[config.mk]
export PLATFORM = sky130hd
export DESIGN_NAME = va_xlate_walker
export DESIGN_NICKNAME = d
export VERILOG_FILES = /design/src/rtl/xlate_pkg.sv /design/src/rtl/xlate_l1_dec.sv /design/src/rtl/xlate_l2_dec.sv /design/src/rtl/va_xlate_walker.sv
export SDC_FILE = /design/constraint.sdc
export NUM_CORES = 1
export LEC_CHECK = 0
export BUFFER_PORTS_ARGS = -buffer_cell sky130_fd_sc_hd__buf_2
export CAP_MARGIN = 5
export CORE_MARGIN = 8
export CORE_UTILIZATION = 54
export DETAILED_ROUTE_END_ITERATION = 16
export PLACE_DENSITY_LB_ADDON = 0.05
export SYNTH_ARGS = -nofsm -noshare
export SYNTH_HDL_FRONTEND = slang
export SYNTH_HIERARCHICAL = 1
export SYNTH_SLANG_ARGS = --single-unit
[constraint.sdc]
create_clock -name clk_i -period 2.9 [get_ports clk_i]
set_input_delay 0.29 -clock clk_i [delete_from_list [all_inputs] [get_ports clk_i]]
set_output_delay 0.29 -clock clk_i [all_outputs]
set_load 0.005 [all_outputs]
[src/rtl/xlate_pkg.sv]
package xlate_pkg;
  localparam int AW        = 32;
  localparam int SECT_SH   = 20;  // section offset width
  localparam int LARGE_SH  = 16;  // large page offset width
  localparam int SMALL_SH  = 12;  // small page offset width
  localparam int TTB_SH    = 14;  // base register alignment
  localparam int L2BASE_SH = 10;  // second-level table alignment
  localparam int L1_IDX_W  = AW - SECT_SH;
  localparam int L2_IDX_W  = SECT_SH - SMALL_SH;

  typedef enum logic [1:0] {
    K_FAULT = 2'b00,
    K_LINK  = 2'b01,
    K_BLOCK = 2'b10,
    K_RSVD  = 2'b11
  } kind_e;

  typedef enum logic [2:0] {
    S_IDLE, S_L1_REQ, S_L1_WAIT, S_L2_REQ, S_L2_WAIT, S_DONE
  } state_e;
endpackage

[src/rtl/xlate_l1_dec.sv]
module xlate_l1_dec
  import xlate_pkg::*;
(
  input  logic [AW-1:0] desc_i,
  input  logic [AW-1:0] va_i,
  output logic          sect_o,
  output logic          link_o,
  output logic [AW-1:0] pa_o,
  output logic [AW-1:0] l2_addr_o
);
  kind_e kind;
  logic  unused_bits;

  assign kind        = kind_e'(desc_i[1:0]);
  assign sect_o      = (kind == K_BLOCK);
  assign link_o      = (kind == K_LINK);
  assign pa_o        = {desc_i[AW-1:SECT_SH], va_i[SECT_SH-1:0]};
  assign l2_addr_o   = {desc_i[AW-1:L2BASE_SH], va_i[SECT_SH-1:SMALL_SH], 2'b00};
  assign unused_bits = ^{desc_i[L2BASE_SH-1:2], va_i[AW-1:SECT_SH], va_i[SMALL_SH-1:0]};
endmodule

[src/rtl/xlate_l2_dec.sv]
module xlate_l2_dec
  import xlate_pkg::*;
(
  input  logic [AW-1:0]       desc_i,
  input  logic [LARGE_SH-1:0] va_lo_i,
  output logic                ok_o,
  output logic [AW-1:0]       pa_o
);
  kind_e kind;
  logic  unused_bits;

  assign kind = kind_e'(desc_i[1:0]);
  assign ok_o = (kind == K_LINK) || (kind == K_BLOCK);

  always_comb begin
    unique case (kind)
      K_LINK:  pa_o = {desc_i[AW-1:LARGE_SH], va_lo_i};
      K_BLOCK: pa_o = {desc_i[AW-1:SMALL_SH], va_lo_i[SMALL_SH-1:0]};
      default: pa_o = '0;
    endcase
  end

  assign unused_bits = ^desc_i[SMALL_SH-1:2];
endmodule

[src/rtl/va_xlate_walker.sv]
module va_xlate_walker
  import xlate_pkg::*;
(
  input  logic          clk_i,
  input  logic          rst_ni,
  input  logic [31:0]   ttb_i,
  input  logic          req_valid_i,
  input  logic [31:0]   req_va_i,
  output logic          req_ready_o,
  output logic          rsp_valid_o,
  output logic          rsp_fault_o,
  output logic          rsp_level_o,
  output logic [31:0]   rsp_va_o,
  output logic [31:0]   rsp_pa_o,
  output logic          mem_req_valid_o,
  input  logic          mem_req_ready_i,
  output logic [31:0]   mem_addr_o,
  input  logic          mem_rsp_valid_i,
  input  logic [31:0]   mem_rsp_data_i
);
  state_e        state_q;
  logic [AW-1:0] va_q, addr_q, pa_q;
  logic          fault_q, level_q;
  logic [1:0]    rd_cnt_q;

  logic          l1_sect, l1_link, l2_ok;
  logic [AW-1:0] l1_pa, l1_next, l2_pa, l1_addr;
  logic          unused_ttb;

  xlate_l1_dec i_l1_dec (
    .desc_i    (mem_rsp_data_i),
    .va_i      (va_q),
    .sect_o    (l1_sect),
    .link_o    (l1_link),
    .pa_o      (l1_pa),
    .l2_addr_o (l1_next)
  );

  xlate_l2_dec i_l2_dec (
    .desc_i  (mem_rsp_data_i),
    .va_lo_i (va_q[LARGE_SH-1:0]),
    .ok_o    (l2_ok),
    .pa_o    (l2_pa)
  );

  assign l1_addr    = {ttb_i[AW-1:TTB_SH], req_va_i[AW-1:SECT_SH], 2'b00};
  assign unused_ttb = ^ttb_i[TTB_SH-1:0];

  always_ff @(posedge clk_i or negedge rst_ni) begin
    if (!rst_ni) begin
      state_q  <= S_IDLE;
      va_q     <= '0;
      addr_q   <= '0;
      pa_q     <= '0;
      fault_q  <= 1'b0;
      level_q  <= 1'b0;
      rd_cnt_q <= '0;
    end else begin
      unique case (state_q)
        S_IDLE: if (req_valid_i) begin
          va_q     <= req_va_i;
          addr_q   <= l1_addr;
          rd_cnt_q <= '0;
          state_q  <= S_L1_REQ;
        end
        S_L1_REQ: if (mem_req_ready_i) begin
          rd_cnt_q <= rd_cnt_q + 2'd1;
          state_q  <= S_L1_WAIT;
        end
        S_L1_WAIT: if (mem_rsp_valid_i) begin
          level_q <= 1'b0;
          if (l1_sect) begin
            pa_q    <= l1_pa;
            fault_q <= 1'b0;
            state_q <= S_DONE;
          end else if (l1_link) begin
            addr_q  <= l1_next;
            state_q <= S_L2_REQ;
          end else begin
            pa_q    <= '0;
            fault_q <= 1'b1;
            state_q <= S_DONE;
          end
        end
        S_L2_REQ: if (mem_req_ready_i) begin
          rd_cnt_q <= rd_cnt_q + 2'd1;
          state_q  <= S_L2_WAIT;
        end
        S_L2_WAIT: if (mem_rsp_valid_i) begin
          fault_q <= !l2_ok;
          level_q <= !l2_ok;
          pa_q    <= l2_ok ? l2_pa : '0;
          state_q <= S_DONE;
        end
        S_DONE:  state_q <= S_IDLE;
        default: state_q <= S_IDLE;
      endcase
    end
  end

  assign req_ready_o     = (state_q == S_IDLE);
  assign mem_req_valid_o = (state_q == S_L1_REQ) || (state_q == S_L2_REQ);
  assign mem_addr_o      = addr_q;
  assign rsp_valid_o     = (state_q == S_DONE);
  assign rsp_fault_o     = fault_q;
  assign rsp_level_o     = level_q;
  assign rsp_va_o        = va_q;
  assign rsp_pa_o        = pa_q;

  // busy right after a request is taken
  assert_busy_after_accept_R1: assert property (@(posedge clk_i) disable iff (!rst_ni)
    req_valid_i && req_ready_o |=> !req_ready_o);

  // a stalled read holds valid and address
  assert_hold_read_R9: assert property (@(posedge clk_i) disable iff (!rst_ni)
    mem_req_valid_o && !mem_req_ready_i |=> mem_req_valid_o && $stable(mem_addr_o));

  // at most two reads per walk
  assert_read_bound_R9: assert property (@(posedge clk_i) disable iff (!rst_ni)
    rd_cnt_q <= 2'd2);

  // a first-level fault costs a single read
  assert_l1_fault_one_read_R7: assert property (@(posedge clk_i) disable iff (!rst_ni)
    rsp_valid_o && rsp_fault_o && !rsp_level_o |-> rd_cnt_q == 2'd1);

  // response is a one-cycle pulse
  assert_rsp_pulse_R10: assert property (@(posedge clk_i) disable iff (!rst_ni)
    rsp_valid_o |=> !rsp_valid_o);
endmodule

==> flow_results.org, run 1 <==
** Clock tree
- TritonCTS clock tree :: done
- Post-CTS repair changed the size of 0 cells.
- Buffers inserted during clock tree synthesis total 9.
- The clock drives 101 sinks.
- Root Buffer :: sky130_fd_sc_hd__clkbuf_8
- Maximum level of the CTS H-tree :: 3
- Clock transition at the register clock pins on the worst setup and hold paths after CTS :: 0.10 ns
- The clock reaches the later pin of the worst-skew pair after 0.36 ns.
- CTS max path bufs :: 2
- Buffers added to address setup during post-CTS repair amount to 0.

** Detailed routing
- Vias post-DR :: 3716
- The first routing iteration left between 100 and 150 violations.
- Summed over all layers, the routed wires come to 12800 µm.
- Router iterations before antenna repair :: 4
- Vias per cell :: 5.23
- After detailed routing, the number of remaining DRC violations is 0.
- Antenna Nets Post-Route :: 0
- In the final routed layout, each cell accounts on average for 18.0 µm.

** Logic synthesis
- Top post-synthesis cells by count :: 101 x sky130_fd_sc_hd__dfrtp_1, 71 x sky130_fd_sc_hd__buf_4, 63 x sky130_fd_sc_hd__mux2_2
- For this run, the leading register cell type out of synthesis is sky130_fd_sc_hd__dfrtp_1.
- The Yosys step of the flow raised 6 warnings.
- Synth Register Bits :: around 100
- Synthesis handed over a netlist of roughly 470 instances.
- Among all cell types in the netlist, the one instantiated most often is sky130_fd_sc_hd__dfrtp_1.
- In the synthesized netlist the async set-or-reset flop fraction comes to 1.00.
- Synth unique cells :: 44
- Syn avg cell area :: 11.7 µm²
- Cell area after synthesis :: 5420 µm²
- By area the synthesized netlist is led by sky130_fd_sc_hd__dfrtp_1 47%, sky130_fd_sc_hd__mux2_2 13%, sky130_fd_sc_hd__buf_4 9.8%, sky130_fd_sc_hd__mux2i_1 5.9%, sky130_fd_sc_hd__a22o_1 5.3%.
- Area share of the largest cell type after synthesis :: 0.466
- Count of flip-flops with a built-in enable after synthesis :: 0
- Of the synthesized area, sequential elements account for 0.466.
- The biggest area contributor in the post-synthesis netlist is sky130_fd_sc_hd__dfrtp_1.

** Place
- At the end of routability-driven placement, the weighted congestion stood at between 0.7 and 0.8.
- Placed Instances :: 694
- Count of buffers from port buffering :: 179
- After legalization and detailed placement, the total HPWL measured 9290 µm.
- Cell area after placement :: 5910 µm²

** Layout
- From synthesis to final layout, the design area changed by 12.9%.
- In the final layout, flip-flops and latches occupy 2530 µm².
- The multi-input combinational cells in the finished layout cover a total of between 2000 and 2500 µm².
- Fill cells :: 837
- Share of layout cells above drive strength 1 :: 0.517
- The finished cells cover 6120 µm².
- Antenna diodes :: 0
- For this run, the post-layout net count is 676.
- The finished layout holds 711 standard cells, fillers aside.

** Critical path
- Crit Path Max Fanout :: 22
- The slowest stage of the critical path belongs to the cell sky130_fd_sc_hd__dfrtp_1.
- The worst setup path is captured at a register.
- The critical path is of the reg -> reg type.
- Maximum cell stage delay along the critical path :: about 0.79 ns
- Series of cell instances along the critical path :: nor2b_1 -> a21oi_2 -> nor2_4 -> buf_12 -> mux2_2
- Req. time, crit path :: 3.15 ns
- CP Data Arrival Time :: roughly 2.4 ns
- Startpoint kind of the worst setup timing path :: register

** Floorplan
- In this run the standard cell core region covers a little under 10000 µm².
- The floorplan has 36 rows.
- Die extent in x :: between 100 and 150 µm
- For this configuration, the core starts out at a cell density of 0.555.
- DIE AREA :: about 14000 µm²
- Boundary Pins :: 202
- Height of the die :: 116 µm

** STA
- Final slew viol count :: 0
- Final period utilization :: 0.756
- Setup TNS after final layout :: 0 ns
- Hold Violations, Final :: 0
- Timing would allow up to 456 MHz.
- Final setup violating endpoints :: 0
- Headroom to the max-slew limit came out at 0.552.
- Largest clock skew in the final design :: 0.00579 ns
- Across all hold checks on the routed design, the worst slack comes to 0.153 ns.
- RSZ-0062 raised after global routing :: no
- Post-route minimum period :: 2.19 ns
- At the pin with the least slew margin, the transition time is approximately 0.67 ns.

** Hold path
- Kind of path behind the tightest hold check :: in -> reg

** GRT
- Global routing finished with a remaining overflow of 0.
- Overall fraction of global-route tracks in use :: 0.193
- Vias in the first global route :: ~3900
- Entering global routing, the biggest net connects 56 pins.
- Global-route wire length before repair :: 20400 µm
- The initial antenna violation count is 0.

** Power
- The analysis attributes to cell leakage a power of just over 0.003 µW.
- The worst-case IR drop observed on VDD is 575 µV.
- The design draws 6010 µW.
- Power spread over the standard cell area amounts to 982 nW/µm².

** Job
- Across the run, the number of max-cap violations was 0.

** Status
- The flow ran to the end, and the final reports show no timing, DRC or antenna violations.
-- area by class of cell --
class / instances / share of cell area
Sequential cell: 101 / 0.413
Multi-Input combinational cell: 269 / 0.361
Timing Repair Buffer: 187 / 0.163
Tap cell: 133 / 0.0272
Clock buffer: 10 / 0.0225
Clock inverter: 6 / 0.0102
Inverter: 5 / 0.00307
-- repair_timing --
item / CTS / global route
endpoints found under the setup margin: 0 / 0
endpoints found under the hold margin: 46 / 0
hold buffers: 1 / 0
-- routing by layer --
metal | wire (µm) | GRT usage | vias up | share of wire
met5 | 0 | 0 | - | 0
met4 | 106 | 0.0527 | 0 | 0.0083
met3 | 1030 | 0.0615 | 8 | 0.080
met2 | 6400 | 0.334 | 115 | 0.50
met1 | 5280 | 0.225 | 1821 | 0.41
li1 | - | - | 1772 | -
-- power by group --
| group | total (µW) | switching (µW) | internal, µW |
|---|---|---|---|
| sequential | 2560 | 479 | 2080 |
| clock | 910 | 490 | 420 |
| combinational | 2550 | 1200 | 1350 |
| total | 6010 | 2170 | 3840 |
-- sequential cells by signal, summed over array words and instances (netlist names) --
name	cells
rsp_va_o	32
rsp_fault_o	1
mem_addr_o	32
rsp_pa_o	32
state_q	3
rsp_level_o	1
-- cell families after synthesis --
logic type      share of synthesized area
simple gates                       0.0967
flops                               0.466
buf+inv                             0.130
mux                                 0.192
other cells                      0.000691
fa+ha+maj                         0.00461
xor+xnor                          0.00162
compound gates                      0.109
-- layout by cell type, fill, tap and decap left out, types with 2 or more instances in the layout --
cell / instances
sky130_fd_sc_hd__o21ai_1: 30
sky130_fd_sc_hd__a21oi_1: 3
sky130_fd_sc_hd__conb_1: 2
sky130_fd_sc_hd__mux2i_1: 32
sky130_fd_sc_hd__nand2_1: 34
sky130_fd_sc_hd__clkinvlp_4: 3
sky130_fd_sc_hd__nor2b_1: 4
sky130_fd_sc_hd__ha_1: 2
sky130_fd_sc_hd__clkinv_2: 2
sky130_fd_sc_hd__a22o_1: 33
sky130_fd_sc_hd__and2_1: 7
sky130_fd_sc_hd__buf_12: 3
sky130_fd_sc_hd__buf_4: 5
sky130_fd_sc_hd__clkbuf_8: 10
sky130_fd_sc_hd__buf_2: 178
sky130_fd_sc_hd__and2_2: 8
sky130_fd_sc_hd__inv_1: 5
sky130_fd_sc_hd__and2_4: 14
sky130_fd_sc_hd__nor2_1: 6
sky130_fd_sc_hd__a22oi_1: 4
sky130_fd_sc_hd__o21ai_0: 3
sky130_fd_sc_hd__mux2_2: 63
sky130_fd_sc_hd__dfrtp_1: 101
sky130_fd_sc_hd__a211oi_1: 2
-- worst max-delay path, delay by kind of cell (launching register included) --
kind | cells | cell delay (ns)
AO/OA/AOI/OAI | 1 | 0.08
buffers and inverters | 1 | 0.24
flip-flops | 1 | 0.79
multiplexers | 1 | 0.35
AND/OR/NAND/NOR | 2 | 0.61
-- per-stage QoR --
step                      setup WS [ns]   util
after floorplan                    1.22      -
after global placement            0.785  0.605
after detailed placement          0.728  0.605
after CTS                         0.719  0.626
after global routing              0.596  0.626
final                             0.709  0.626
-- worst paths after layout --
check	startpoint	to	slack (ns)	cells past startpoint
worst max-delay path	state_q[2]	rsp_pa_o[16]	0.71	5
worst min-delay path	req_va_i[5]	rsp_va_o[5]	0.15	2
worst max register to register	state_q[2]	rsp_pa_o[16]	0.71	5
worst min register to register	mem_addr_o[12]	mem_addr_o[12]	0.48	2
max in group asynchronous	rst_ni	rsp_pa_o[16]	1.71	3
min in group asynchronous	rst_ni	mem_addr_o[0]	0.48	2
(Power assumes the default switching activity.)
==> run 2: changes to the inputs <==
ABC_AREA = 1   (was default)
CORE_UTILIZATION = 52   (was 54)
clock period = 2.1 ns   (was 2.9 ns; I/O delays follow)
==> run 2 against run 1 <==
Against the previous run: die area increased by 22%; first-iteration DRC count increased to 3.8 times the previous value; final area increased by 21%; count of clock-buffer cells in the layout increased by 3; critical endpoint is now req_ready_o; largest cell class is now multi-input combinational cells.
==> flow_results.org, run 2 <==
** Clock tree
- The cell sitting at the root of the clock tree is a sky130_fd_sc_hd__clkbuf_16.
- Clock transition at the register clock pins on the worst setup and hold paths after CTS :: 0.07 ns
- The H-tree generated during clock tree synthesis spans 3 levels.
- TritonCTS clock tree :: done
- Latest clock arrival within the worst-skew pair :: 0.35 ns
- Total CTS buffers :: 9
- Post-CTS timing repair inserted 0 buffers for setup.
- Number of sinks on the clock net :: 101
- No sink is reached through more buffers than the 2 on the longest clock path.

** Logic synthesis
- Largest cells by area after synthesis :: sky130_fd_sc_hd__dfrtp_1 39%, sky130_fd_sc_hd__nand2_1 27%, sky130_fd_sc_hd__nand3_1 13%, sky130_fd_sc_hd__buf_4 7.8%, sky130_fd_sc_hd__inv_1 4.3%
- In this run, synthesis produced a sequential element count of 101.
- Cell area after synthesis :: ~6600 µm²
- Top_reg_cell synth :: sky130_fd_sc_hd__dfrtp_1
- Gate Count Post-Synth :: around 1000
- For this run, the register share of the synthesized area comes to 0.385.
- Mux cell area share after synthesis :: 0
- Library cell with the highest instance count after synthesis :: sky130_fd_sc_hd__nand2_1
- The fraction of the mapped netlist area in compound gates was 0.0294.
- Of the total synthesized cell area, the portion taken by full adders, half adders and majority gates is 0.00381.
- Dominant combinational cell family by area after synthesis :: simple AND/OR/NAND/NOR gates
- The Yosys step of the flow raised 6 warnings.
- After synthesis, the share of flip-flops with an asynchronous set or reset is 1.00.
- Basic-gate share of the synthesized area counting and, or, nand and nor cells :: 0.411
- Count of flip-flops with a built-in enable after synthesis :: 0
- Averaged over all synthesized cells, the footprint is 6.57 µm².
- Counting instances in the post-synthesis netlist gives the leading cell types as 469 x sky130_fd_sc_hd__nand2_1, 166 x sky130_fd_sc_hd__nand3_1, 101 x sky130_fd_sc_hd__dfrtp_1.
- sky130_fd_sc_hd__dfrtp_1 takes more of the synthesized area than any other cell.
- The share of synthesized area in the top cell type comes to 0.385.
- Synth unique cells :: 23
- Of the total synthesized cell area, the portion taken by XOR and XNOR cells is 0.

** Place
- Last weighted congestion value of the routability-driven placer :: approximately 0.86
- HPWL after detailed placement :: 13200 µm
- Including well taps, the total number of placed cells is 1251.
- In this run the tool buffered the top-level ports with 179 buffer cells.

** Layout
- Most common library cell in the layout ignoring fill and taps :: sky130_fd_sc_hd__nand2_1
- Commonest cells after routing, fill and taps aside :: 468 x sky130_fd_sc_hd__nand2_1, 178 x sky130_fd_sc_hd__buf_2, 166 x sky130_fd_sc_hd__nand3_1
- Final standard cell count with taps included and fillers excluded :: around 1300
- The final layout contains 1194 nets.
- In the final layout, the share of cells above drive strength 1 is 0.223.
- Relative to the synthesized area, the layout overhead comes to 13.3%.

** Detailed routing
- For this run, design rule violations remaining after detail routing come to 0.
- The detailed router finished its first iteration with approximately 490 violations.
- In this run the remaining antenna-violating nets after routing total 0.
- Detail-routed net length per standard cell :: 14.8 µm
- Vias post-DR :: 6264
- Router iterations before antenna repair :: 5
- Routed wire length :: 18800 µm
- After detailed routing, the number of vias per cell comes to 4.94.

** GRT
- Overall fraction of global-route tracks in use :: 0.235
- The initial antenna violation count came to 0.
- The first global-routing pass estimated 31000 µm of wire.
- The number of global-route vias before repair was ~6100.
- Maximum number of pins on one net before global-route repair :: 63
- The total overflow left after global routing is 0.

** STA
- On the final layout, the worst hold slack is 0.0829 ns.
- Maximum clock rate :: 528 MHz
- The max-slew violation count is 0.
- Final setup violating endpoints :: 0
- Relative slew slack :: 0.572
- For the finished layout, the period the worst path requires is 1.89 ns.
- For the pin with the worst max-slew slack, the measured transition is 0.642 ns.
- Setup repair after global routing left no endpoint under its margin.
- Largest clock skew in the final design :: approximately 0.0075 ns
- Final period utilization :: 0.902
- Setup TNS after final layout :: 0 ns
- Hold Violations, Final :: 0

** Power
- Leakage power total :: about 0.0047 µW
- Switching Power :: 3820 µW
- Internal power comes to 5350 µW.
- In this run the power density over the cells is 1230 nW/µm².
- Across the VDD grid, the largest voltage drop is 724 µV.
- Part of the total power dissipated in the clock network :: 0.193
- Register share of total power :: 0.375
- Portion of total power attributed to combinational logic :: 0.432
- Net switching share of the total power :: 0.416

** Critical path
- Category of the most critical setup path :: reg -> out
- Crit Path Max Fanout :: 33
- CP Data Arrival Time :: 1.68 ns
- Req. time, crit path :: 1.89 ns
- STA classifies the critical path startpoint as a register.
- The worst setup path is captured at an output pin.

** Floorplan
- In this run the count of I/O pins placed on the die edge is 202.
- Initial core utilization :: 0.526
- Height of the die :: 128 µm
- Die extent in x :: ~130 µm
- Core Region :: 12500 µm²
- Standard-cell row count :: just over 40
- The floorplan step defined a die boundary enclosing 16500 µm².

** Status
- Status :: finished, final reports clean

** Hold path
- Kind of path behind the tightest hold check :: in -> reg

** Job
- The tool flagged a number of max-cap violations equal to 0.
run 2: changes by cell type in the layout (fill, tap and decap cells not counted), sizes merged, moves of 27 or more:
cell | before | now
o21ai | 33 | 2
nand2 | 34 | 470
and2 | 29 | 0
mux2 | 64 | 0
a21oi | 5 | 32
mux2i | 32 | 0
nand3 | 0 | 168
a22o | 33 | 0
inv | 5 | 79
run 2: power groups by stage:
stage	Sequential, µW	Clock, µW	Combinational, µW
after global placement	3450	0	3960
after floorplan	3460	0	2670
after detailed placement	3470	0	4010
after CTS	3440	1790	4030
after global routing	3570	1890	4510
final	3440	1770	3960
run 2: timing repair:
action | 4_1_cts | 5_1_grt
resized for setup | 0 | 0
hold buffers | 1 | 0
hold endpoints to repair | 33 | 0
run 2: final cells by class:
type                       instances  area (µm²)
antenna                            1        2.50
clock buffer                      13         270
clock inverter                     3        42.5
fill                            1269        5030
inverter                          79         297
multi-input combinational        689        2930
sequential                       101        2530
tap                              172         215
timing repair buffer             211        1150
run 2: cell families after synthesis:
logic type / after synthesis
and+or+nand+nor: 651
buffers and inverters: 209
DFF: 101
AOI/OAI and AO/OA: 34
adders and majority gates: 2
other: 1
run 2: critical path, cell delays in order, from the launching register on:
cell and delay (ns):
sky130_fd_sc_hd__dfrtp_1 0.43, sky130_fd_sc_hd__inv_2 0.11, sky130_fd_sc_hd__nand2_1 0.11, sky130_fd_sc_hd__nor2_2 0.13, sky130_fd_sc_hd__buf_4 0.35, sky130_fd_sc_hd__buf_2 0.18
run 2: per-layer routing:
| metal | up-vias | global-route usage | share of wire |
|---|---|---|---|
| met5 | - | 0 | 0 |
| met4 | 0 | 0.0727 | 0.016 |
| met3 | 19 | 0.0513 | 0.075 |
| met2 | 216 | 0.376 | 0.46 |
| met1 | 2824 | 0.310 | 0.44 |
| li1 | 3205 | - | - |
run 2: final timing paths:
path | startpoint | slack (ns) | cells past startpoint | endpoint
worst max-delay path | state_q[1] | 0.21 | 5 | req_ready_o
worst min-delay path | req_va_i[5] | 0.08 | 3 | rsp_va_o[5]
worst max register to register | state_q[0] | 0.38 | 8 | rsp_pa_o[10]
worst min register to register | rsp_va_o[25] | 0.47 | 2 | rsp_va_o[25]
max in group asynchronous | rst_ni | 1.10 | 3 | rsp_pa_o[22]
min in group asynchronous | rst_ni | 0.36 | 2 | rsp_va_o[27]
run 2: per-stage QoR:
stage | power [µW] | worst slack, ns | util | cell area, µm²
3_3_place_gp | 7410 | 0.408 | 0.570 | 7110
2_1_floorplan | 6130 | 0.367 | - | 6570
4_1_cts | 9270 | 0.213 | 0.596 | 7430
5_1_grt | 9970 | 0.0847 | 0.596 | 7430
3_5_place_dp | 7490 | 0.402 | 0.570 | 7110
6_report | 9170 | 0.207 | 0.596 | 7430
==> run 3: changes to the inputs <==
BUFFER_PORTS_ARGS = default   (was -buffer_cell sky130_fd_sc_hd__buf_2)
CORE_UTILIZATION = 60   (was 52)
DONT_BUFFER_PORTS = 1   (was default)
==> run 3 against run 2 <==
Against the previous run: the flow now finishes with violations (negative hold slack); clock power fell by 28%; first-iteration DRC count rose by 30%; die area fell by 12%; sequential power rose by 9.6%; critical path type unchanged; largest cell class unchanged.
==> flow_results.org, run 3 (synthesis gave the netlist of run 2 again) <==
** Floorplan
- DIE AREA :: ~15000 µm²
- Boundary Pins :: 202
- Initial core utilization :: 0.611
- The floorplan step set the die height to 121 µm.
- Die extent in x :: 121 µm
- The floorplan has 38 rows.
- Core Region :: 10700 µm²

** Detailed routing
- In the routed design, unresolved DRC markers number 0.
- Router iterations before antenna repair :: 8
- Dividing the detail-routed via count by the number of cells gives 5.36.
- Number of DRC markers in iteration 0 :: about 630
- Routed wire length :: 18100 µm
- In the final routed layout, each cell accounts on average for 16.7 µm.
- Antenna Nets Post-Route :: 0
- Detailed routing inserted a total of 5817 vias.

** Clock tree
- Clock latency on the worst-skew pair, taken at its later pin, is 0.38 ns.
- Maximum level of the CTS H-tree :: 3
- Number of hold buffers added after cts :: 33
- Buffers added to address setup during post-CTS repair amount to 0.
- The clock passes through at most 2 buffers.
- In this run, CTS created clock tree buffers numbering 9.
- Number of sinks on the clock net :: roughly 100
- CTS placed an instance of sky130_fd_sc_hd__clkbuf_8 at the clock tree root.
- TritonCTS clock tree :: done
- Clock-pin slew was measured on the worst setup and hold paths at about 0.1 ns.
- In this run, post-CTS repair resized a total of 0 instances.

** Place
- During placement, the flow inserted port buffers numbering 0.
- The congestion estimate from routability-driven global placement came to 0.901.
- Once detailed placement completed, the half-perimeter wirelength came to roughly 12000 µm.

** Critical path
- Across all register-to-register paths, the minimum setup slack is 0.30 ns.
- For the worst flop-to-flop path, the logic depth is 8.
- Of all nets on the critical path, the largest fanout is 33.
- Endpoint kind of the worst setup timing path :: output pin
- The critical path in this run is classified as reg -> out.
- Req. time, crit path :: 1.89 ns
- Data on the critical path arrives at its endpoint at 1.73 ns.
- Tracing the worst setup path back leads to its startpoint at state_q[0].
- Startpoint kind of the worst setup timing path :: register
- Critical R2R Capture :: mem_addr_o[25]
- The worst register-to-register path begins at state_q[0].
- CP endpoint :: req_ready_o

** STA
- For the pin with the worst max-slew slack, the measured transition is 1.15 ns.
- The final-report hold violation count is 101.
- Between clock sinks in the finished design, the worst skew comes to 0.0119 ns.
- Setup repair after global routing left no endpoint under its margin.
- Relative slew slack :: 0.228
- Final slew viol count :: 0
- The worst path needs 1.94 ns of the cycle, external delays included.
- Maximum clock rate :: 515 MHz
- In the final timing run, aggregate negative setup slack is 0 ns.
- Final setup violating endpoints :: 0
- Final period utilization :: 0.924
- Final worst hold slack :: -0.491 ns

** GRT
- Maximum number of pins on one net before global-route repair :: 102
- The number of global-route vias before repair is ~5500.
- Initial antenna violation count :: 0
- For this run, the total global-route usage over all layers was measured as 0.251.
- For this run the aggregate overflow at the end of global routing stands at 0.
- The first global-routing pass estimated between 20000 and 30000 µm of wire.

** Power
- Power density relative to cell area :: roughly 1200 nW/µm²
- Of the total power, combinational logic draws 0.361.
- Of the total power, the share spent switching nets is 0.454.
- Switching Power :: 3580 µW
- IR analysis of the VDD net gives a maximum drop of ~760 µV.
- Of the total power, registers draw 0.477.
- Total Power :: between 7000 and 8000 µW
- Internal power contribution :: 4320 µW
- Of the total power, the clock network draws 0.162.
- In this run the static leakage power is 0.00398 µW.

** Layout
- Fin util :: 0.619
- The layout has 1019 filler cells.
- Leaving out fill and tap cells, the most frequent cells in the layout are 468 x sky130_fd_sc_hd__nand2_1, 166 x sky130_fd_sc_hd__nand3_1, 101 x sky130_fd_sc_hd__dfrtp_1.
- At the end of the flow, the number of nets in the layout was 1043.
- Share of layout cells above drive strength 1 :: 0.0656
- Layout Area Growth over Synthesis :: 1.43%
- The library cell used most frequently in the layout, excluding fill and tap cells, is sky130_fd_sc_hd__nand2_1.
- 0 antenna diodes ended up in the layout.

** Hold path
- The worst hold path belongs to the class in -> async.

** Status
- Status :: finished with violations
- The checks that failed: negative hold slack.

** Job
- The tool flagged a number of max-cap violations equal to 0.
[run 3: changes by cell type in the layout (fill, tap and decap cells not counted), sizes merged]
cell,delta
buf,-183
clkbuf,-4
clkinv,+2
diode,-1
dlygate4sd3,+32
inv,+2
[run 3: stage by stage]
stage	area (µm²)	hold WS (ns)	setup WS [ns]	instances
floorplan	6570	-0.0856	0.367	999
global placement	6130	-0.0831	0.403	1036
detailed placement	6130	-0.0835	0.331	1036
CTS	6660	-0.506	0.182	1085
global route	6660	-0.517	0.0495	1085
finish	6660	-0.491	0.160	1085
[run 3: cell type report]
type	count	area, µm²	share of cell area
inverters	79	297	0.0446
clock inverters	7	73.8	0.0111
well taps	140	175	0.0263
flip-flops and latches	101	2530	0.380
multi-input cells	689	2930	0.440
clock buffers	9	124	0.0186
repair buffers	60	533	0.0801
[run 3: per-layer routing]
metal  track usage  vias up  wire length (µm)
met4        0.0765        0               342
met3        0.0867       28              1700
met2         0.392      227              8440
met5             0        -                 0
met1         0.321     2667              7610
li1              -     2895                 -
[run 3: power by group through the flow]
stage,clock [µW],combinational (µW),sequential (µW)
2_1_floorplan,0,2670,3460
3_3_place_gp,0,2680,3810
3_5_place_dp,0,2770,3840
4_1_cts,1300,2830,3800
5_1_grt,1370,3270,3900
6_report,1280,2850,3770
[run 3: worst min path at each step]
stage / from / endpoint / cells after the start
detailed placement: rst_ni / rsp_va_o[26] / 0
global placement: rst_ni / rsp_va_o[26] / 0
floorplan: rst_ni / mem_addr_o[0] / 0
CTS: rst_ni / rsp_va_o[26] / 0
finish: rst_ni / rsp_va_o[26] / 0
global route: rst_ni / rsp_va_o[22] / 0
[run 3: worst max-delay path, cell delays in order (launching register included)]
cell	delay [ns]
sky130_fd_sc_hd__dfrtp_1	0.45
sky130_fd_sc_hd__inv_2	0.23
sky130_fd_sc_hd__nand2_1	0.15
sky130_fd_sc_hd__nor2_2	0.16
sky130_fd_sc_hd__buf_4	0.34
